`config.mk`:
```
export PLATFORM = sky130hd
export DESIGN_NAME = cfg_keyed_port
export DESIGN_NICKNAME = d
export VERILOG_FILES = /design/src/rtl/cfg_keyed_pkg.sv /design/src/rtl/cfg_key_fsm.sv /design/src/rtl/cfg_dev_bank.sv /design/src/rtl/cfg_keyed_port.sv
export SDC_FILE = /design/constraint.sdc
export NUM_CORES = 1
export LEC_CHECK = 0
export BUFFER_PORTS_ARGS = -buffer_cell sky130_fd_sc_hd__buf_2
export CORE_ASPECT_RATIO = 0.9
export CORE_MARGIN = 2
export CORE_UTILIZATION = 35
export CTS_CLUSTER_DIAMETER = 80
export DETAILED_ROUTE_END_ITERATION = 10
export PLACE_DENSITY = 0.63
export SLEW_MARGIN = 20
export SYNTH_ARGS = -nofsm -noshare
export SYNTH_HDL_FRONTEND = slang
export SYNTH_HIERARCHICAL = 1
export SYNTH_SLANG_ARGS = --single-unit
```
`constraint.sdc`:
```
create_clock -name clk -period 4.2 [get_ports clk]
set_input_delay 0.42 -clock clk [delete_from_list [all_inputs] [get_ports clk]]
set_output_delay 0.42 -clock clk [all_outputs]
set_load 0.02 [all_outputs]
```
`src/rtl/cfg_keyed_pkg.sv`:
```
package cfg_keyed_pkg;
  localparam logic [7:0] KEY_FIRST  = 8'h51;
  localparam logic [7:0] KEY_SECOND = 8'h23;
  localparam logic [7:0] LOCK_BYTE  = 8'hBB;

  localparam logic [7:0] IX_SRST    = 8'h02;
  localparam logic [7:0] IX_DEVSEL  = 8'h07;
  localparam logic [7:0] IX_BANKLO  = 8'h30;
  localparam logic [7:0] IX_ACT     = 8'h30;
  localparam logic [7:0] IX_BASE_H  = 8'h60;
  localparam logic [7:0] IX_BASE_L  = 8'h61;
  localparam logic [7:0] IX_IRQ     = 8'h70;
  localparam logic [7:0] IX_AUXIRQ  = 8'h72;
  localparam logic [7:0] IX_DMA     = 8'h74;

  typedef enum logic [1:0] {
    KS_LOCKED = 2'd0,
    KS_HALF   = 2'd1,
    KS_OPEN   = 2'd2
  } key_state_t;
endpackage

```
`src/rtl/cfg_key_fsm.sv`:
```
module cfg_key_fsm
  import cfg_keyed_pkg::*;
(
  input  logic       clk,
  input  logic       rst_n,
  input  logic       idx_wr,
  input  logic [7:0] wdata,
  output logic       open
);
  key_state_t st_q, st_d;

  always_comb begin
    st_d = st_q;
    if (idx_wr) begin
      unique case (st_q)
        KS_LOCKED: if (wdata == KEY_FIRST) st_d = KS_HALF;
        KS_HALF:   st_d = (wdata == KEY_SECOND) ? KS_OPEN : KS_LOCKED;
        KS_OPEN:   if (wdata == LOCK_BYTE) st_d = KS_LOCKED;
        default:   st_d = KS_LOCKED;
      endcase
    end
  end

  always_ff @(posedge clk or negedge rst_n) begin
    if (!rst_n) st_q <= KS_LOCKED;
    else        st_q <= st_d;
  end

  assign open = (st_q == KS_OPEN);

  AST_OPEN_NEEDS_KEY: assert property (@(posedge clk) disable iff (!rst_n)
    $rose(open) |-> $past(idx_wr && wdata == KEY_SECOND));
  AST_LOCK_BYTE_CLOSES: assert property (@(posedge clk) disable iff (!rst_n)
    (open && idx_wr && wdata == LOCK_BYTE) |=> !open);
endmodule

```
`src/rtl/cfg_dev_bank.sv`:
```
module cfg_dev_bank
  import cfg_keyed_pkg::*;
#(
  parameter bit HAS_AUX = 1'b0
)(
  input  logic        clk,
  input  logic        rst_n,
  input  logic        clr,
  input  logic        we,
  input  logic [7:0]  idx,
  input  logic [7:0]  wdata,
  output logic        active,
  output logic [15:0] base,
  output logic [7:0]  irq,
  output logic [7:0]  dma,
  output logic [7:0]  aux,
  output logic [7:0]  rd_val
);
  always_ff @(posedge clk or negedge rst_n) begin
    if (!rst_n) begin
      active <= 1'b0;
      base   <= '0;
      irq    <= '0;
      dma    <= '0;
    end else if (clr) begin
      active <= 1'b0;
      base   <= '0;
      irq    <= '0;
      dma    <= '0;
    end else if (we) begin
      case (idx)
        IX_ACT:    active     <= wdata[0];
        IX_BASE_H: base[15:8] <= wdata;
        IX_BASE_L: base[7:0]  <= wdata;
        IX_IRQ:    irq        <= wdata;
        IX_DMA:    dma        <= wdata;
        default: ;
      endcase
    end
  end

  generate
    if (HAS_AUX) begin : g_aux
      logic [7:0] aux_q;
      always_ff @(posedge clk or negedge rst_n) begin
        if (!rst_n)                          aux_q <= '0;
        else if (clr)                        aux_q <= '0;
        else if (we && idx == IX_AUXIRQ)     aux_q <= wdata;
      end
      assign aux = aux_q;
    end else begin : g_no_aux
      assign aux = '0;
    end
  endgenerate

  always_comb begin
    case (idx)
      IX_ACT:    rd_val = {7'd0, active};
      IX_BASE_H: rd_val = base[15:8];
      IX_BASE_L: rd_val = base[7:0];
      IX_IRQ:    rd_val = irq;
      IX_DMA:    rd_val = dma;
      IX_AUXIRQ: rd_val = aux;
      default:   rd_val = 8'h00;
    endcase
  end

  AST_BANK_CLEARED: assert property (@(posedge clk) disable iff (!rst_n)
    clr |=> (!active && base == 16'd0 && irq == 8'd0 && dma == 8'd0 && aux == 8'd0));
  AST_BANK_HOLDS: assert property (@(posedge clk) disable iff (!rst_n)
    (!we && !clr) |=> ($stable(active) && $stable(base) && $stable(irq) && $stable(dma) && $stable(aux)));
endmodule

```
`src/rtl/cfg_keyed_port.sv`:
```
module cfg_keyed_port
  import cfg_keyed_pkg::*;
#(
  parameter int NDEV    = 9,
  parameter int AUX_DEV = 7
)(
  input  logic                 clk,
  input  logic                 rst_n,
  input  logic                 bus_addr,
  input  logic                 bus_wr,
  input  logic                 bus_rd,
  input  logic [7:0]           bus_wdata,
  output logic [7:0]           bus_rdata,
  output logic                 bus_rvalid,
  output logic                 cfg_open,
  output logic [NDEV-1:0]      dev_active,
  output logic [NDEV*16-1:0]   dev_base,
  output logic [NDEV*8-1:0]    dev_irq,
  output logic [NDEV*8-1:0]    dev_dma,
  output logic [7:0]           aux_irq
);
  localparam int BASE_W = 16;
  localparam int BYTE_W = 8;

  logic       idx_wr, dat_wr;
  logic [7:0] idx_q, sel_q;
  logic       soft_rst, banked_wr;
  logic [NDEV-1:0] bank_we;
  logic [7:0] bank_rd [NDEV];
  logic [7:0] bank_aux [NDEV];
  logic [7:0] rd_bank, rd_mux;

  assign idx_wr = bus_wr && !bus_addr;
  assign dat_wr = bus_wr && bus_addr;

  cfg_key_fsm u_key (
    .clk    (clk),
    .rst_n  (rst_n),
    .idx_wr (idx_wr),
    .wdata  (bus_wdata),
    .open   (cfg_open)
  );

  always_ff @(posedge clk or negedge rst_n) begin
    if (!rst_n) idx_q <= '0;
    else if (cfg_open && idx_wr && bus_wdata != LOCK_BYTE) idx_q <= bus_wdata;
  end

  assign soft_rst  = cfg_open && dat_wr && idx_q == IX_SRST && bus_wdata[0];
  assign banked_wr = cfg_open && dat_wr && idx_q >= IX_BANKLO;

  always_ff @(posedge clk or negedge rst_n) begin
    if (!rst_n)                                      sel_q <= '0;
    else if (soft_rst)                               sel_q <= '0;
    else if (cfg_open && dat_wr && idx_q == IX_DEVSEL) sel_q <= bus_wdata;
  end

  generate
    for (genvar d = 0; d < NDEV; d++) begin : g_bank
      assign bank_we[d] = banked_wr && (sel_q == 8'(d));
      cfg_dev_bank #(.HAS_AUX(d == AUX_DEV)) u_bank (
        .clk    (clk),
        .rst_n  (rst_n),
        .clr    (soft_rst),
        .we     (bank_we[d]),
        .idx    (idx_q),
        .wdata  (bus_wdata),
        .active (dev_active[d]),
        .base   (dev_base[d*BASE_W +: BASE_W]),
        .irq    (dev_irq[d*BYTE_W +: BYTE_W]),
        .dma    (dev_dma[d*BYTE_W +: BYTE_W]),
        .aux    (bank_aux[d]),
        .rd_val (bank_rd[d])
      );
    end
  endgenerate

  always_comb begin
    aux_irq = '0;
    for (int d = 0; d < NDEV; d++) aux_irq = aux_irq | bank_aux[d];
  end

  always_comb begin
    rd_bank = 8'h00;
    for (int d = 0; d < NDEV; d++)
      if (sel_q == 8'(d)) rd_bank = bank_rd[d];
  end

  always_comb begin
    if (!cfg_open)                 rd_mux = 8'hFF;
    else if (!bus_addr)            rd_mux = idx_q;
    else if (idx_q == IX_DEVSEL)   rd_mux = sel_q;
    else if (idx_q >= IX_BANKLO)   rd_mux = rd_bank;
    else                           rd_mux = 8'h00;
  end

  always_ff @(posedge clk or negedge rst_n) begin
    if (!rst_n) begin
      bus_rvalid <= 1'b0;
      bus_rdata  <= '0;
    end else begin
      bus_rvalid <= bus_rd;
      if (bus_rd) bus_rdata <= rd_mux;
    end
  end

  AST_LOCKED_READS_FF: assert property (@(posedge clk) disable iff (!rst_n)
    (bus_rd && !cfg_open) |=> bus_rdata == 8'hFF);
  AST_LOCKED_NO_WRITE: assert property (@(posedge clk) disable iff (!rst_n)
    (!cfg_open) |=> ($stable(dev_base) && $stable(dev_active) && $stable(sel_q)));
  AST_RVALID_FOLLOWS: assert property (@(posedge clk) disable iff (!rst_n)
    bus_rd |=> bus_rvalid);
  AST_ONE_BANK_WRITTEN: assert property (@(posedge clk) disable iff (!rst_n)
    $onehot0(bank_we));
  AST_SRST_KEEPS_OPEN: assert property (@(posedge clk) disable iff (!rst_n)
    soft_rst |=> (cfg_open && sel_q == 8'd0));
endmodule

```
==> flow_metrics.py <==
metrics = {
    "status": {
        "status": "finished, final reports clean",
    },
    "cts": {
        "cts-root-buf": "clkbuf_16",
        "clock-sinks": 332,
        "numCtsBuffers": 40,
        "clk_path_buf_depth": 3,
        "cts_tree": "built",
        "path_clk_slew_ns": 0.06,
        "insertion_delay_ns": 0.56,
        "post-cts-setup-buffers": 0,
        "cts_resized": 0,
        "htree_levels": 2,
    },
    "place": {
        "gp_congestion": 0.904,
        "numPortBuffers": 327,
        "place_ws_ns": 0.718,
        "hpwl_um": 49600,
        "post_dp_cell_area_um2": 20500,
    },
    "timing": {
        "fin_tns_setup_ns": 0,
        "rsz0062_at_grt": "no",
        "fin_skew_ns": 0.0237,
        "period_needed_ns": 3.53,
        "tightest_slew_ns": 1.04,
        "fmaxAchievable_ghz": 0.283,
        "report.final.slew_viol_count": 0,
        "hold_viol": 0,
        "period_share": 0.840,
        "slew_headroom": 0.307,
        "finalWorstSetupSlack_ns": 0.671,
        "setup_viol": 0,
    },
    "yosys": {
        "ys_warn_count": 6,
        "synth.most_common_cell": "dfrtp_1",
        "ys_types": 66,
        "syn_area_per_cell_um2": 9.06,
        "synth-seq-cells": 332,
        "synth_top_family_by_area": "simple AND/OR/NAND/NOR gates",
        "synth_xor_area_frac": 0,
        "synth_compound_area_frac": 0.146,
        "async_reset_ff_frac": 1.00,
        "synth_area_um2": 18500,
        "synthTopCellsByArea": "dfrtp_1 (45%), mux2i_1 (7.9%), nand3_1 (6.6%)",
        "synth-simple-area-share": 0.243,
        "ys_seq_area_frac": 0.448,
        "yosys.area.top_type_share": 0.448,
        "synth_cells": 2048,
        "synthAdderAreaFrac": 0,
        "synth_top_area_cell": "dfrtp_1",
        "synth.mux.area_fraction": 0.0922,
        "synth_common_cells": "dfrtp_1 (332), nand2_1 (310), nand3_1 (246), a21oi_1 (202), nor2_1 (164)",
        "synth_edf_count": 0,
        "synthFlopType": "dfrtp_1",
    },
    "worst_setup_path": {
        "cp-end-kind": "flip-flop",
        "cp-start-kind": "flip-flop",
        "path_class": "flip-flop to flip-flop",
        "crit_fanout": 59,
        "crit-reg2reg-launch": "idx_q[2]",
        "setup.worst_path.start": "idx_q[2]",
        "required_ns": 4.64,
        "crit_arrival_ns": 3.97,
    },
    "finish": {
        "num_antenna_cells": 0,
        "final.fill_count": 5279,
        "area_growth_pct": 17.7,
        "drive_above_1_share": 0.218,
        "final_area_um2": 21800,
        "fin_nets": 2324,
    },
    "route": {
        "drt_wl_total_um": 72200,
        "wire_per_inst_um": 23.8,
        "num_vias": 17445,
        "antenna_left": 0,
        "firstDrtPassIters": 6,
        "vias_per_cell": 5.74,
        "drc": 0,
        "drt-initial-drc-count": 2171,
    },
    "job": {
        "cap_violations": 0,
    },
    "global_route": {
        "grt_remaining_overflow": 0,
        "grt_use_met1": 0.370,
        "groute.usage.overall": 0.256,
        "antenna_found_initial": 2,
        "grt_pass1_vias": 16224,
        "grt_pass1_wl_um": 106000,
        "top_usage_layer": "met2",
        "use_met2": 0.383,
        "met3_usage": 0.0646,
        "grt_start_max_net_pins": 117,
    },
    "die": {
        "core_area_um2": 52700,
        "die-area_um2": 54800,
        "die_w_um": 247,
        "fp-row-count": 80,
        "die_h_um": 222,
        "initial_core_util": 0.352,
        "io_pins": 328,
    },
    "min_path": {
        "hp-start": "bus_rd",
        "hp-class": "input pin to flip-flop",
    },
    "pwr": {
        "cellLeakagePower_uw": 0.0112,
        "ir_drop_v": 0.000217,
        "power_density_nw_per_um2": 324,
    },
}
==> what timing repair did <==
item / in CTS / in global routing
hold endpoints to repair: 0 / 1
hold buffers: 0 / 1
endpoints found under the setup margin: 0 / 0
==> routing by layer <==
| layer | vias up | share of wire |
|---|---|---|
| met4 | 2 | 0.020 |
| met3 | 120 | 0.097 |
| met1 | 8684 | 0.44 |
| li1 | 7740 | - |
| met2 | 899 | 0.45 |
| met5 | - | 0.00014 |
==> worst max-delay path, stage by stage (launching register included) <==
cell and delay, ns:
dfrtp_4 1.08, nor3_1 0.27, and3_1 0.43, a22oi_1 0.33, o21ai_0 0.22, mux4_2 0.52, nor2_1 0.11, a211oi_1 0.07
o31a_1 0.33
==> kinds of logic after synthesis <==
| group | after synthesis |
|---|---|
| buf+inv | 215 |
| other cells | 8 |
| simple gates | 899 |
| mux | 163 |
| compound gates | 431 |
| flops | 332 |
==> path summary, 6_finish.rpt <==
kind	slack [ns]	cells after the start	end
min in group asynchronous	0.50	2	g_bank[3].u_bank/base[14]
min	0.16	1	bus_rvalid
max reg2reg	0.67	8	bus_rdata[6]
max	0.67	8	bus_rdata[6]
min reg2reg	0.54	2	g_bank[6].u_bank/base[15]
max in group asynchronous	2.54	3	g_bank[6].u_bank/dma[5]
==> final cells by class <==
type	instances	area, µm²	share of cell area
Clock inverter	16	178	0.00814
Timing Repair Buffer	368	2020	0.0925
Clock buffer	56	1180	0.0542
Multi-Input combinational cell	1557	9210	0.422
Inverter	12	45.0	0.00206
Tap cell	697	872	0.0400
Sequential cell	332	8320	0.381
==> state kept, by name, summed over array words and instances (netlist names) <==
| name | flops |
|---|---|
| g_bank.u_bank/active | 9 |
| sel_q | 8 |
| bus_rvalid | 1 |
| g_bank.u_bank/dma | 72 |
| g_bank.u_bank/irq | 72 |
| g_bank.u_bank/base | 144 |
| u_key/st_q | 2 |
| idx_q | 8 |
| g_bank.u_bank/aux | 8 |
| bus_rdata | 8 |
==> report_power, final <==
group	leakage (µW)	total, µW	switching (µW)	internal [µW]
combinational	0.00595	233	196	37.6
sequential	0.00459	3210	8.05	3200
clock	0.000666	3620	1460	2160
total	0.0112	7060	1670	5390
==> cell usage in the layout (no fill, tap or decap), drive strengths merged, types with 13 or more instances in the layout <==
| cell type | Yosys | layout |
|---|---|---|
| a22o | 60 | 60 |
| mux2i | 146 | 146 |
| a31oi | 13 | 13 |
| buf | 152 | 367 |
| o21ai | 48 | 48 |
| nand4 | 21 | 21 |
| nor4 | 18 | 18 |
| nor3 | 36 | 36 |
| clkbuf | 51 | 56 |
| a21oi | 202 | 202 |
| a22oi | 45 | 45 |
| a21o | 21 | 21 |
| dfrtp | 332 | 332 |
| and3 | 17 | 17 |
| nand2 | 310 | 310 |
| conb | 8 | 64 |
| nor2 | 164 | 164 |
| nand3 | 258 | 258 |
| inv | 12 | 14 |
==> stage by stage <==
step | cells | power, µW | hold WS [ns] | utilization
3_3_place_gp | 2965 | 3500 | 0.509 | 0.388
3_5_place_dp | 2965 | 3500 | 0.534 | 0.388
4_1_cts | 3037 | 7120 | 0.00157 | 0.414
6_report | 3038 | 7060 | 0.165 | 0.414
5_1_grt | 3038 | 7280 | 0.162 | 0.414
2_1_floorplan | 2104 | 3360 | 0.124 | -
Note: power is estimated with default switching activity, not from simulation.
